==> src/rtl/dfr_pkg.sv <==
package dfr_pkg;

  typedef enum logic {
    FIELD_POLY = 1'b0,
    FIELD_INT  = 1'b1
  } field_e;

  // output width of one fold: hi*mu (+) lo, one guard bit for the integer carry
  function automatic int dfr_fold_w(input int in_w, input int w, input int muw);
    int prod_w;
    prod_w = (in_w - w) + muw;
    return ((prod_w > w) ? prod_w : w) + 1;
  endfunction

endpackage

==> src/rtl/dfr_dfadd.sv <==
// Dual-field adder: integer sum, or bitwise GF(2) sum when carries are masked.
module dfr_dfadd #(
  parameter int N = 8
) (
  input  logic [N-1:0] x,
  input  logic [N-1:0] y,
  input  logic         int_mode,
  output logic [N-1:0] s
);
  logic [N-1:0] full;
  logic [N-1:0] carry_in;

  assign full     = x + y;
  // carry into each bit, recovered from the full sum, then gated by field
  assign carry_in = int_mode ? (full ^ x ^ y) : '0;
  assign s        = x ^ y ^ carry_in;
endmodule

==> src/rtl/dfr_mult.sv <==
// Dual-field AW x BW multiplier: shared AND partial products, adder tree
// of dual-field adders laid out as a heap (leaves at BW-1 .. 2*BW-2).
module dfr_mult #(
  parameter int AW = 8,
  parameter int BW = 4
) (
  input  logic [AW-1:0]    a,
  input  logic [BW-1:0]    b,
  input  logic             int_mode,
  output logic [AW+BW-1:0] p
);
  localparam int PW    = AW + BW;
  localparam int NODES = 2 * BW - 1;

  logic [PW-1:0] node [NODES];

  for (genvar i = 0; i < BW; i++) begin : g_pp
    assign node[BW-1+i] = PW'(a & {AW{b[i]}}) << i;
  end

  for (genvar j = 0; j < BW - 1; j++) begin : g_tree
    dfr_dfadd #(.N(PW)) i_add (
      .x        (node[2*j+1]),
      .y        (node[2*j+2]),
      .int_mode (int_mode),
      .s        (node[j])
    );
  end

  assign p = node[0];
endmodule

==> src/rtl/dfr_fold.sv <==
// One reduction fold: v = hi*mu (+) lo, using 2^W == mu (or x^W == mu(x)).
module dfr_fold #(
  parameter int IN_W = 16,
  parameter int W    = 8,
  parameter int MUW  = 3
) (
  input  logic [IN_W-1:0]                        v_in,
  input  logic [MUW-1:0]                         mu,
  input  logic                                   int_mode,
  output logic [dfr_pkg::dfr_fold_w(IN_W, W, MUW)-1:0] v_out
);
  localparam int HI_W   = IN_W - W;
  localparam int PROD_W = HI_W + MUW;
  localparam int OUT_W  = dfr_pkg::dfr_fold_w(IN_W, W, MUW);

  logic [HI_W-1:0]   hi;
  logic [W-1:0]      lo;
  logic [PROD_W-1:0] hi_mu;

  assign hi = v_in[IN_W-1:W];
  assign lo = v_in[W-1:0];

  dfr_mult #(.AW(HI_W), .BW(MUW)) i_hi_mul (
    .a        (hi),
    .b        (mu),
    .int_mode (int_mode),
    .p        (hi_mu)
  );

  dfr_dfadd #(.N(OUT_W)) i_fold_add (
    .x        (OUT_W'(hi_mu)),
    .y        (OUT_W'(lo)),
    .int_mode (int_mode),
    .s        (v_out)
  );
endmodule

==> src/rtl/dfr_csub.sv <==
// Final step: one conditional subtraction of 2^W - mu in integer mode,
// pass-through of the low W bits in polynomial mode.
module dfr_csub #(
  parameter int W   = 8,
  parameter int MUW = 3
) (
  input  logic [W:0]     v_in,
  input  logic [MUW-1:0] mu,
  input  logic           int_mode,
  output logic [W-1:0]   r,
  output logic           sub_taken
);
  logic [W:0] modulus;
  logic [W:0] diff;

  assign modulus   = ((W+1)'(1) << W) - (W+1)'(mu);
  assign diff      = v_in - modulus;
  assign sub_taken = int_mode && (v_in >= modulus);
  assign r         = sub_taken ? W'(diff) : W'(v_in);
endmodule

==> src/rtl/dfr_modmul.sv <==
// Three-stage dual-field residue digit modular multiplier.
//   stage 1: full product (integer or carry-less)
//   stage 2: two folds of the high part by mu
//   stage 3: last fold and conditional subtraction
module dfr_modmul #(
  parameter int W   = 32,
  parameter int MUW = 10
) (
  input  logic           clk,
  input  logic           rst_n,
  input  logic           in_valid,
  input  logic           int_mode,
  input  logic [MUW-1:0] mu,
  input  logic [W-1:0]   op_a,
  input  logic [W-1:0]   op_b,
  output logic           out_valid,
  output logic [W-1:0]   result
);
  import dfr_pkg::*;

  localparam int P_W  = 2 * W;
  localparam int F1_W = dfr_fold_w(P_W, W, MUW);
  localparam int F2_W = dfr_fold_w(F1_W, W, MUW);
  localparam int F3_W = dfr_fold_w(F2_W, W, MUW);

  // ---------------- stage 1: product ----------------
  logic [P_W-1:0] prod_c;
  logic [P_W-1:0] s1_prod;
  logic           s1_vld;
  field_e         s1_fld;
  logic [MUW-1:0] s1_mu;

  dfr_mult #(.AW(W), .BW(W)) i_core_mul (
    .a        (op_a),
    .b        (op_b),
    .int_mode (int_mode),
    .p        (prod_c)
  );

  always_ff @(posedge clk or negedge rst_n) begin
    if (!rst_n) begin
      s1_vld  <= 1'b0;
      s1_fld  <= FIELD_POLY;
      s1_mu   <= '0;
      s1_prod <= '0;
    end else begin
      s1_vld  <= in_valid;
      s1_fld  <= field_e'(int_mode);
      s1_mu   <= mu;
      s1_prod <= prod_c;
    end
  end

  // ---------------- stage 2: two folds ----------------
  logic           s1_int;
  logic [F1_W-1:0] fold1_v;
  logic [F2_W-1:0] fold2_v;
  logic [F2_W-1:0] s2_val;
  logic            s2_vld;
  field_e          s2_fld;
  logic [MUW-1:0]  s2_mu;

  assign s1_int = (s1_fld == FIELD_INT);

  dfr_fold #(.IN_W(P_W), .W(W), .MUW(MUW)) i_fold1 (
    .v_in     (s1_prod),
    .mu       (s1_mu),
    .int_mode (s1_int),
    .v_out    (fold1_v)
  );

  dfr_fold #(.IN_W(F1_W), .W(W), .MUW(MUW)) i_fold2 (
    .v_in     (fold1_v),
    .mu       (s1_mu),
    .int_mode (s1_int),
    .v_out    (fold2_v)
  );

  always_ff @(posedge clk or negedge rst_n) begin
    if (!rst_n) begin
      s2_vld <= 1'b0;
      s2_fld <= FIELD_POLY;
      s2_mu  <= '0;
      s2_val <= '0;
    end else begin
      s2_vld <= s1_vld;
      s2_fld <= s1_fld;
      s2_mu  <= s1_mu;
      s2_val <= fold2_v;
    end
  end

  // ---------------- stage 3: last fold and subtraction ----------------
  logic            s2_int;
  logic [F3_W-1:0] fold3_v;
  logic [W-1:0]    final_c;
  logic            sub_taken;
  field_e          o_fld;
  logic [MUW-1:0]  o_mu;

  assign s2_int = (s2_fld == FIELD_INT);

  dfr_fold #(.IN_W(F2_W), .W(W), .MUW(MUW)) i_fold3 (
    .v_in     (s2_val),
    .mu       (s2_mu),
    .int_mode (s2_int),
    .v_out    (fold3_v)
  );

  dfr_csub #(.W(W), .MUW(MUW)) i_csub (
    .v_in      (fold3_v[W:0]),
    .mu        (s2_mu),
    .int_mode  (s2_int),
    .r         (final_c),
    .sub_taken (sub_taken)
  );

  always_ff @(posedge clk or negedge rst_n) begin
    if (!rst_n) begin
      out_valid <= 1'b0;
      o_fld     <= FIELD_POLY;
      o_mu      <= '0;
      result    <= '0;
    end else begin
      out_valid <= s2_vld;
      o_fld     <= s2_fld;
      o_mu      <= s2_mu;
      result    <= final_c;
    end
  end

  // ---------------- assertions ----------------
  logic [1:0]   age;
  logic [W+1:0] twice_mod;

  always_ff @(posedge clk or negedge rst_n) begin
    if (!rst_n) age <= '0;
    else if (age != 2'd3) age <= age + 2'd1;
  end

  assign twice_mod = (((W+2)'(1) << W) - (W+2)'(s2_mu)) << 1;

  AST_CLMUL_TOP_ZERO: assert property (@(posedge clk) disable iff (!rst_n)
    (s1_vld && s1_fld == FIELD_POLY) |-> (s1_prod[P_W-1] == 1'b0));

  AST_POLY_FITS: assert property (@(posedge clk) disable iff (!rst_n)
    (s2_vld && s2_fld == FIELD_POLY) |-> (s2_val[F2_W-1:W] == '0 && !sub_taken));

  AST_ONE_SUB_ENOUGH: assert property (@(posedge clk) disable iff (!rst_n)
    (s2_vld && s2_fld == FIELD_INT) |-> ((W+2)'(fold3_v) < twice_mod));

  AST_INT_RANGE: assert property (@(posedge clk) disable iff (!rst_n)
    (out_valid && o_fld == FIELD_INT) |->
      ((W+1)'(result) < (((W+1)'(1) << W) - (W+1)'(o_mu))));

  AST_LATENCY: assert property (@(posedge clk) disable iff (!rst_n)
    (age == 2'd3) |-> (out_valid == $past(in_valid, 3)));

  AST_RESET_CLEAR: assert property (@(posedge clk)
    !rst_n |-> (!out_valid && result == '0));

endmodule

==> config.mk <==
export PLATFORM = sky130hd
export DESIGN_NAME = dfr_modmul
export DESIGN_NICKNAME = d
export VERILOG_FILES = /design/src/rtl/dfr_pkg.sv /design/src/rtl/dfr_dfadd.sv /design/src/rtl/dfr_mult.sv /design/src/rtl/dfr_fold.sv /design/src/rtl/dfr_csub.sv /design/src/rtl/dfr_modmul.sv
export SDC_FILE = /design/constraint.sdc
export NUM_CORES = 2
export LEC_CHECK = 0
export CAP_MARGIN = 20
export CORE_ASPECT_RATIO = 0.75
export CORE_MARGIN = 4
export CORE_UTILIZATION = 25
export DETAILED_ROUTE_END_ITERATION = 8
export PLACE_DENSITY = 0.38
export SYNTH_ARGS = -nofsm -noshare
export SYNTH_HDL_FRONTEND = slang
export SYNTH_SLANG_ARGS = --single-unit
==> constraint.sdc <==
create_clock -name clk -period 67.1 [get_ports clk]
set_clock_uncertainty 0.05 [all_clocks]
set_input_delay 20.13 -clock clk [delete_from_list [all_inputs] [get_ports clk]]
set_output_delay 20.13 -clock clk [all_outputs]
set_load 0.005 [all_outputs]
# After elaboration in Yosys (flattened, before gate mapping)
# Cells that the tools add are included.
# word_totals
reg_bits	154
input_bits	78
output_inout_bits	33
elab_cells	443
# classes
n_addsub	63
magnitude_cmp	1
mux	62
n_bitwise	306
n_reduce_logical	1
# ops
op	count
$xor A64 B64 Y64	124
$mux W64	31
$and A32 B32 Y32	42
$add A64 B64 Y64	20
$xor A42 B42 Y42	22
$xor A21 B21 Y21	22
$mux W42	9
$add A42 B42 Y42	7
$xor A11 B11 Y11	22
$mux W21	9
$add A21 B21 Y21	7
$and A11 B11 Y11	10
$mux W11	9
$xor A42 B33 Y42	2
$add A11 B11 Y11	7
$mux W33	2
$xor A32 B33 Y33	2
$xor A33 B32 Y33	2
$add A62 B63 Y64	1
$add A64 B43 Y64	1
$add A60 B61 Y62	1
$add A58 B59 Y60	1
$add A56 B57 Y58	1
$add A54 B55 Y56	1
other kinds (67)	78

# Logic depth before layout (Yosys ltp)
# logic_depth
depth_word	52
depth_mapped	112
ltp_nobuf	95

# Hierarchy
# From an unflattened synthesis, not the netlist that was laid out.
# hier_totals
cells_unflattened	32862
hier_area_um2	222877.5
# modules_own_cells
module	n_inst	cells_each	area_per_inst_um2	seq_area_each_um2
dfr_dfadd (i_core_mul.g_tree[0].i_add ...)	16	715	4839.6	0.0
dfr_dfadd (i_core_mul.g_tree[24].i_add ...)	15	762	4926.0	0.0
dfr_dfadd (i_fold1.i_hi_mul.g_tree[0].i_add ...)	9	482	3278.1	0.0
dfr_dfadd (i_fold2.i_hi_mul.g_tree[0].i_add ...)	9	174	1281.2	0.0
dfr_mult (i_core_mul)	1	1217	7447.1	0.0
dfr_dfadd (i_fold3.i_hi_mul.g_tree[0].i_add ...)	9	80	594.3	0.0
dfr_modmul	1	154	3853.7	3853.7
dfr_dfadd (i_fold1.i_fold_add)	1	500	3490.8	0.0
dfr_mult (i_fold1.i_hi_mul)	1	351	2478.6	0.0
dfr_csub	1	340	2411.1	0.0
dfr_dfadd (i_fold3.i_fold_add)	1	340	2321.0	0.0
dfr_dfadd (i_fold2.i_fold_add)	1	331	2285.9	0.0
dfr_mult (i_fold2.i_hi_mul)	1	121	804.5	0.0
dfr_mult (i_fold3.i_hi_mul)	1	11	66.3	0.0
dfr_fold	3	1	3.8	0.0

# Worst setup path after synthesis
# OpenSTA, ideal clock, no wires.
# synth_path
kind	input-to-reg
startpoint	input port int_mode
endpoint	register s1_prod[61]
setup_time_ns	0.137
arrival_time_ns	35.146
t_required_ns	66.913
slack_ns	31.767
path_stages	74
path_buffers	17
cell_sequence	clkbuf_1 > clkbuf_1 > clkbuf_1 > buf_1 > clkbuf_1 > clkbuf_1 > buf_1 > buf_1 > clkbuf_1 > clkbuf_1 > buf_1 > buf_1 > clkbuf_1 > clkbuf_1 > buf_1 > clkbuf_1 > clkbuf_1 > a21oi_1 > (+38 left out) > xor2_1 > xnor2_1 > mux2_2 > ha_1 > nand3_1 > nand2_1 > a41oi_1 > a211oi_1 > a41o_1 > o41a_1 > a41oi_1 > a211o_1 > o21ai_0 > a31oi_1 > nor4b_1 > o21ai_0 > xnor2_1 > a21oi_1
# synth_between
elab_chain_len	22
word_cells_on_any_way	122
classes_between	15 x add/sub; 31 x mux; 76 x bitwise
# synth_lines
element	line	text
start, declared	dfr_modmul.sv:12	input logic int_mode,
$mux W64	dfr_dfadd.sv:15	assign carry_in = int_mode ? (full ^ x ^ y) : '0;
$xor A64 B64 Y64	dfr_dfadd.sv:16	assign s = x ^ y ^ carry_in;
$add A64 B64 Y64	dfr_dfadd.sv:13	assign full = x + y;
$xor A64 B64 Y64 (2 in series)	dfr_dfadd.sv:15	
$mux W64	dfr_dfadd.sv:15	
$xor A64 B64 Y64	dfr_dfadd.sv:16	
$add A64 B64 Y64	dfr_dfadd.sv:13	
$xor A64 B64 Y64 (2 in series)	dfr_dfadd.sv:15	
(+3 left out)	--	
$xor A64 B64 Y64 (2 in series)	dfr_dfadd.sv:15	
$mux W64	dfr_dfadd.sv:15	
$xor A64 B64 Y64	dfr_dfadd.sv:16	
$add A64 B64 Y64	dfr_dfadd.sv:13	
$xor A64 B64 Y64 (2 in series)	dfr_dfadd.sv:15	
$mux W64	dfr_dfadd.sv:15	
$xor A64 B64 Y64 (*)	dfr_dfadd.sv:16	
net i_core_mul.g_tree[0].i_add.s[61]	dfr_dfadd.sv:8	output logic [N-1:0] s
end signal, assigned	dfr_modmul.sv:50	s1_prod <= prod_c;
end, declared	dfr_modmul.sv:28	logic [P_W-1:0] s1_prod;
# Mark *: on every way through the listed nets, which the timed path passes. The rest lies on a longest branch.

# Worst setup path in the final report
# layout_path
startpoint	input port op_b[6]
endpoint	register s1_prod[52]
# layout_between
elab_chain_len	26
word_cells_on_any_way	31
classes_between	5 x add/sub; 5 x mux; 21 x bitwise
# layout_lines
element	line	text
start, declared	dfr_modmul.sv:15	input logic [W-1:0] op_b,
$and A32 B32 Y32 (*)	dfr_mult.sv:18	assign node[BW-1+i] = PW'(a & {AW{b[i]}}) << i;
$add A64 B64 Y64	dfr_dfadd.sv:13	
$xor A64 B64 Y64 (2 in series)	dfr_dfadd.sv:15	
$mux W64	dfr_dfadd.sv:15	
$xor A64 B64 Y64 (*)	dfr_dfadd.sv:16	
$add A64 B64 Y64	dfr_dfadd.sv:13	
$xor A64 B64 Y64 (2 in series)	dfr_dfadd.sv:15	
$mux W64	dfr_dfadd.sv:15	
(+7 left out)	--	
$xor A64 B64 Y64 (2 in series)	dfr_dfadd.sv:15	
$mux W64	dfr_dfadd.sv:15	
$xor A64 B64 Y64 (*)	dfr_dfadd.sv:16	
$add A64 B64 Y64	dfr_dfadd.sv:13	
$xor A64 B64 Y64 (2 in series)	dfr_dfadd.sv:15	
$mux W64	dfr_dfadd.sv:15	
$xor A64 B64 Y64 (*)	dfr_dfadd.sv:16	
net i_core_mul.g_tree[0].i_add.s[52]	dfr_dfadd.sv:8	
# Marked as above.

==> impl_metrics.json <==
{
  "status": "completed",
  "vias": 100000,
  "grt_max_degree": 117,
  "cp_max_fo": 32,
  "fp.dieH_um": 575,
  "cp.required_ns": 67.44,
  "drt-total-wl_um": 410000,
  "slowest_stage": "a21oi_1",
  "hpwl_um": 334000,
  "drv_cap": 0,
  "synth_top_area_frac": 0.170,
  "antenna_found_initial": 73,
  "cts_hold_buf": 0,
  "rr_endpoint": "s2_val[26]$_DFF_PN0_",
  "reg2reg_from": "s1_mu[9]$_DFF_PN0_",
  "slew_viol_final": 0,
  "reg2reg_slack_ns": 45.42,
  "worstSetupPathType": "in -> reg",
  "finalCriticalPeriod_ns": 35.20,
  "min-delay-path-class": "reg -> reg",
  "rsz0062_at_grt": "false",
  "synth_cell_types": 110,
  "place_congestion": 0.873,
  "drt_iter0_markers": 7485,
  "dpl-instance-area_um2": 114000,
  "synthCells": 14900,
  "ys_top_cells_by_area": "ha_1, xnor2_1, and2_1",
  "path_clk_slew_ns": 0.09,
  "endpoint_kind": "flip-flop",
  "wl_per_cell_um": 20.2,
  "final_nets": 16200,
  "clock_sinks": 154,
  "arrival_ns": 35.54,
  "layout_setup_ws_ns": 31.90,
  "syn2layout_area_growth_pct": 7.35,
  "cts_resized": 0,
  "cts-root-buf": "clkbuf_16",
  "clk_latency_ns": 0.52,
  "async_flop_share": 1.00,
  "synth.largest_area_cell": "ha_1",
  "drt-vias-per-instance": 4.95,
  "drive_above_1_share": 0.0457,
  "ant_nets": 0,
  "design_area_um2": 115000,
  "hold_violations": 0,
  "rows": 208,
  "coreArea_um2": 428000,
  "pin_count": 111,
  "post-place-ws_ns": 31.37,
  "max_freq_ghz": 0.0284,
  "setup_violations": 0,
  "cts_tree": "done",
  "route.detailed.drc": 0,
  "setup.worst_path.start_class": "input pin",
  "dieArea_um2": 440000,
  "ys.flop_type": "dfrtp_1",
  "die_w_um": 764,
  "synth_area_um2": 107000,
  "min_from": "s1_vld$_DFF_PN0_",
  "grt_first_pass_wirelength_um": 620000,
  "finalSetupTns_ns": 0,
  "h-tree-depth": 4,
  "cts_buffers": 17,
  "grt_pass1_vias": 95600,
  "rr_worst_depth": 85,
  "numPortBuffers": 110,
  "seq_area_frac_synth": 0.0359,
  "yosysWarnings": 0,
  "syn_area_per_cell_um2": 7.21,
  "crit_path_end": "s1_prod[52]$_DFF_PN0_",
  "grt_overflow": 0,
  "crit_start": "op_b[6]",
  "grt_usage": 0.180,
  "slowest_delay_ns": 0.68,
  "drtPass1Iterations": 6,
  "clock_path_buffers": 2,
  "fin_crit_sh": 0.525,
  "start_util": 0.251,
  "crit_top_cell": "a21o_1",
  "post-cts-setup-buffers": 0,
  "synth-edff-count": 0,
  "maxSlewHeadroom": 0.244,
  "synth_seq_cells": 154,
  "worst_pin_slew_ns": 1.12
}
[metal layers]
layer	vias up	global-route usage	share of wire
li1	51500	-	-
met1	47300	0.295	0.56
met2	1638	0.263	0.40
met3	84	0.00949	0.039
met4	0	0.0126	0.0055
met5	-	0	0
[placed cells by master (no fill, tap or decap), types with 149 or more instances in the layout]
| cell | instances |
|---|---|
| buf_4 | 172 |
| o21bai_1 | 220 |
| nor2_1 | 1460 |
| nor3_1 | 251 |
| xnor2_1 | 2024 |
| o21ai_0 | 574 |
| ha_1 | 1461 |
| a21o_1 | 797 |
| dfrtp_1 | 149 |
| mux2_2 | 296 |
| xor2_1 | 718 |
| inv_1 | 593 |
| a21oi_1 | 1526 |
| nand2_1 | 796 |
| and2_1 | 1374 |
| nand3_1 | 193 |
[worst min-delay path by stage]
stage,endpoint,slack (ns),depth (start not counted)
3_5_place_dp,s2_vld$_DFF_PN0_,0.28,0
6_report,s2_vld$_DFF_PN0_,0.30,0
5_1_grt,s2_vld$_DFF_PN0_,0.32,0
4_1_cts,s2_vld$_DFF_PN0_,0.31,0
2_1_floorplan,out_valid$_DFF_PN0_,0.28,0
3_3_place_gp,out_valid$_DFF_PN0_,0.28,0
[critical path, delay by kind of cell]
kind / cells / cell delay, ns
XOR/XNOR: 6 / 1.37
adder cells (fa/ha/maj): 5 / 1.37
buffers and inverters: 2 / 0.86
multiplexers: 4 / 1.16
AND/OR/NAND/NOR: 8 / 1.50
AO/OA/AOI/OAI: 39 / 9.03
[per-stage QoR]
stage,utilization,hold WS (ns),std cells
CTS,0.269,0.307,20300
floorplan,-,0.281,14900
global route,0.269,0.318,20300
global placement,0.268,0.285,20200
finish,0.269,0.305,20300
detailed placement,0.268,0.285,20200
[kinds of logic after synthesis]
| family | Yosys count | synth area share |
|---|---|---|
| AND/OR/NAND/NOR | 4807 | 0.225 |
| XOR/XNOR | 2829 | 0.242 |
| buffers and inverters | 1200 | 0.0421 |
| flip-flops | 154 | 0.0359 |
| multiplexers | 387 | 0.0396 |
| other | 1 | 0.0000349 |
| adder cells (fa/ha/maj) | 1514 | 0.180 |
| AO/OA/AOI/OAI | 3991 | 0.235 |
[registers in the layout, indices dropped and copies added, names as in the netlist]
signal     cells
s1_prod       64
s2_val        33
result        32
s1_mu         10
s2_mu         10
out_valid      1
s1_fld         1
s1_vld         1
s2_fld         1
s2_vld         1
[synthesized netlist by cell type, types with 251 or more instances]
master	n
o21ai_0	574
xnor2_1	2024
xor2_1	718
and2_1	1374
nor2_1	1460
a21o_1	797
nand2_1	796
mux2_2	296
inv_1	595
nor3_1	251
ha_1	1461
a21oi_1	1526
clkbuf_1	498
[layout make-up]
cell class	count	area (um^2)
inverter	595	2250
sequential	154	3860
clock inverter	15	196
antenna	30	75.1
clock buffer	17	425
fill	47500	313000
multi-input combinational	13500	98900
tap	5670	7090
timing repair buffer	289	2340
Power is not shown: default switching activity piles up to over one toggle a cycle in this logic, so the estimate is an artifact.
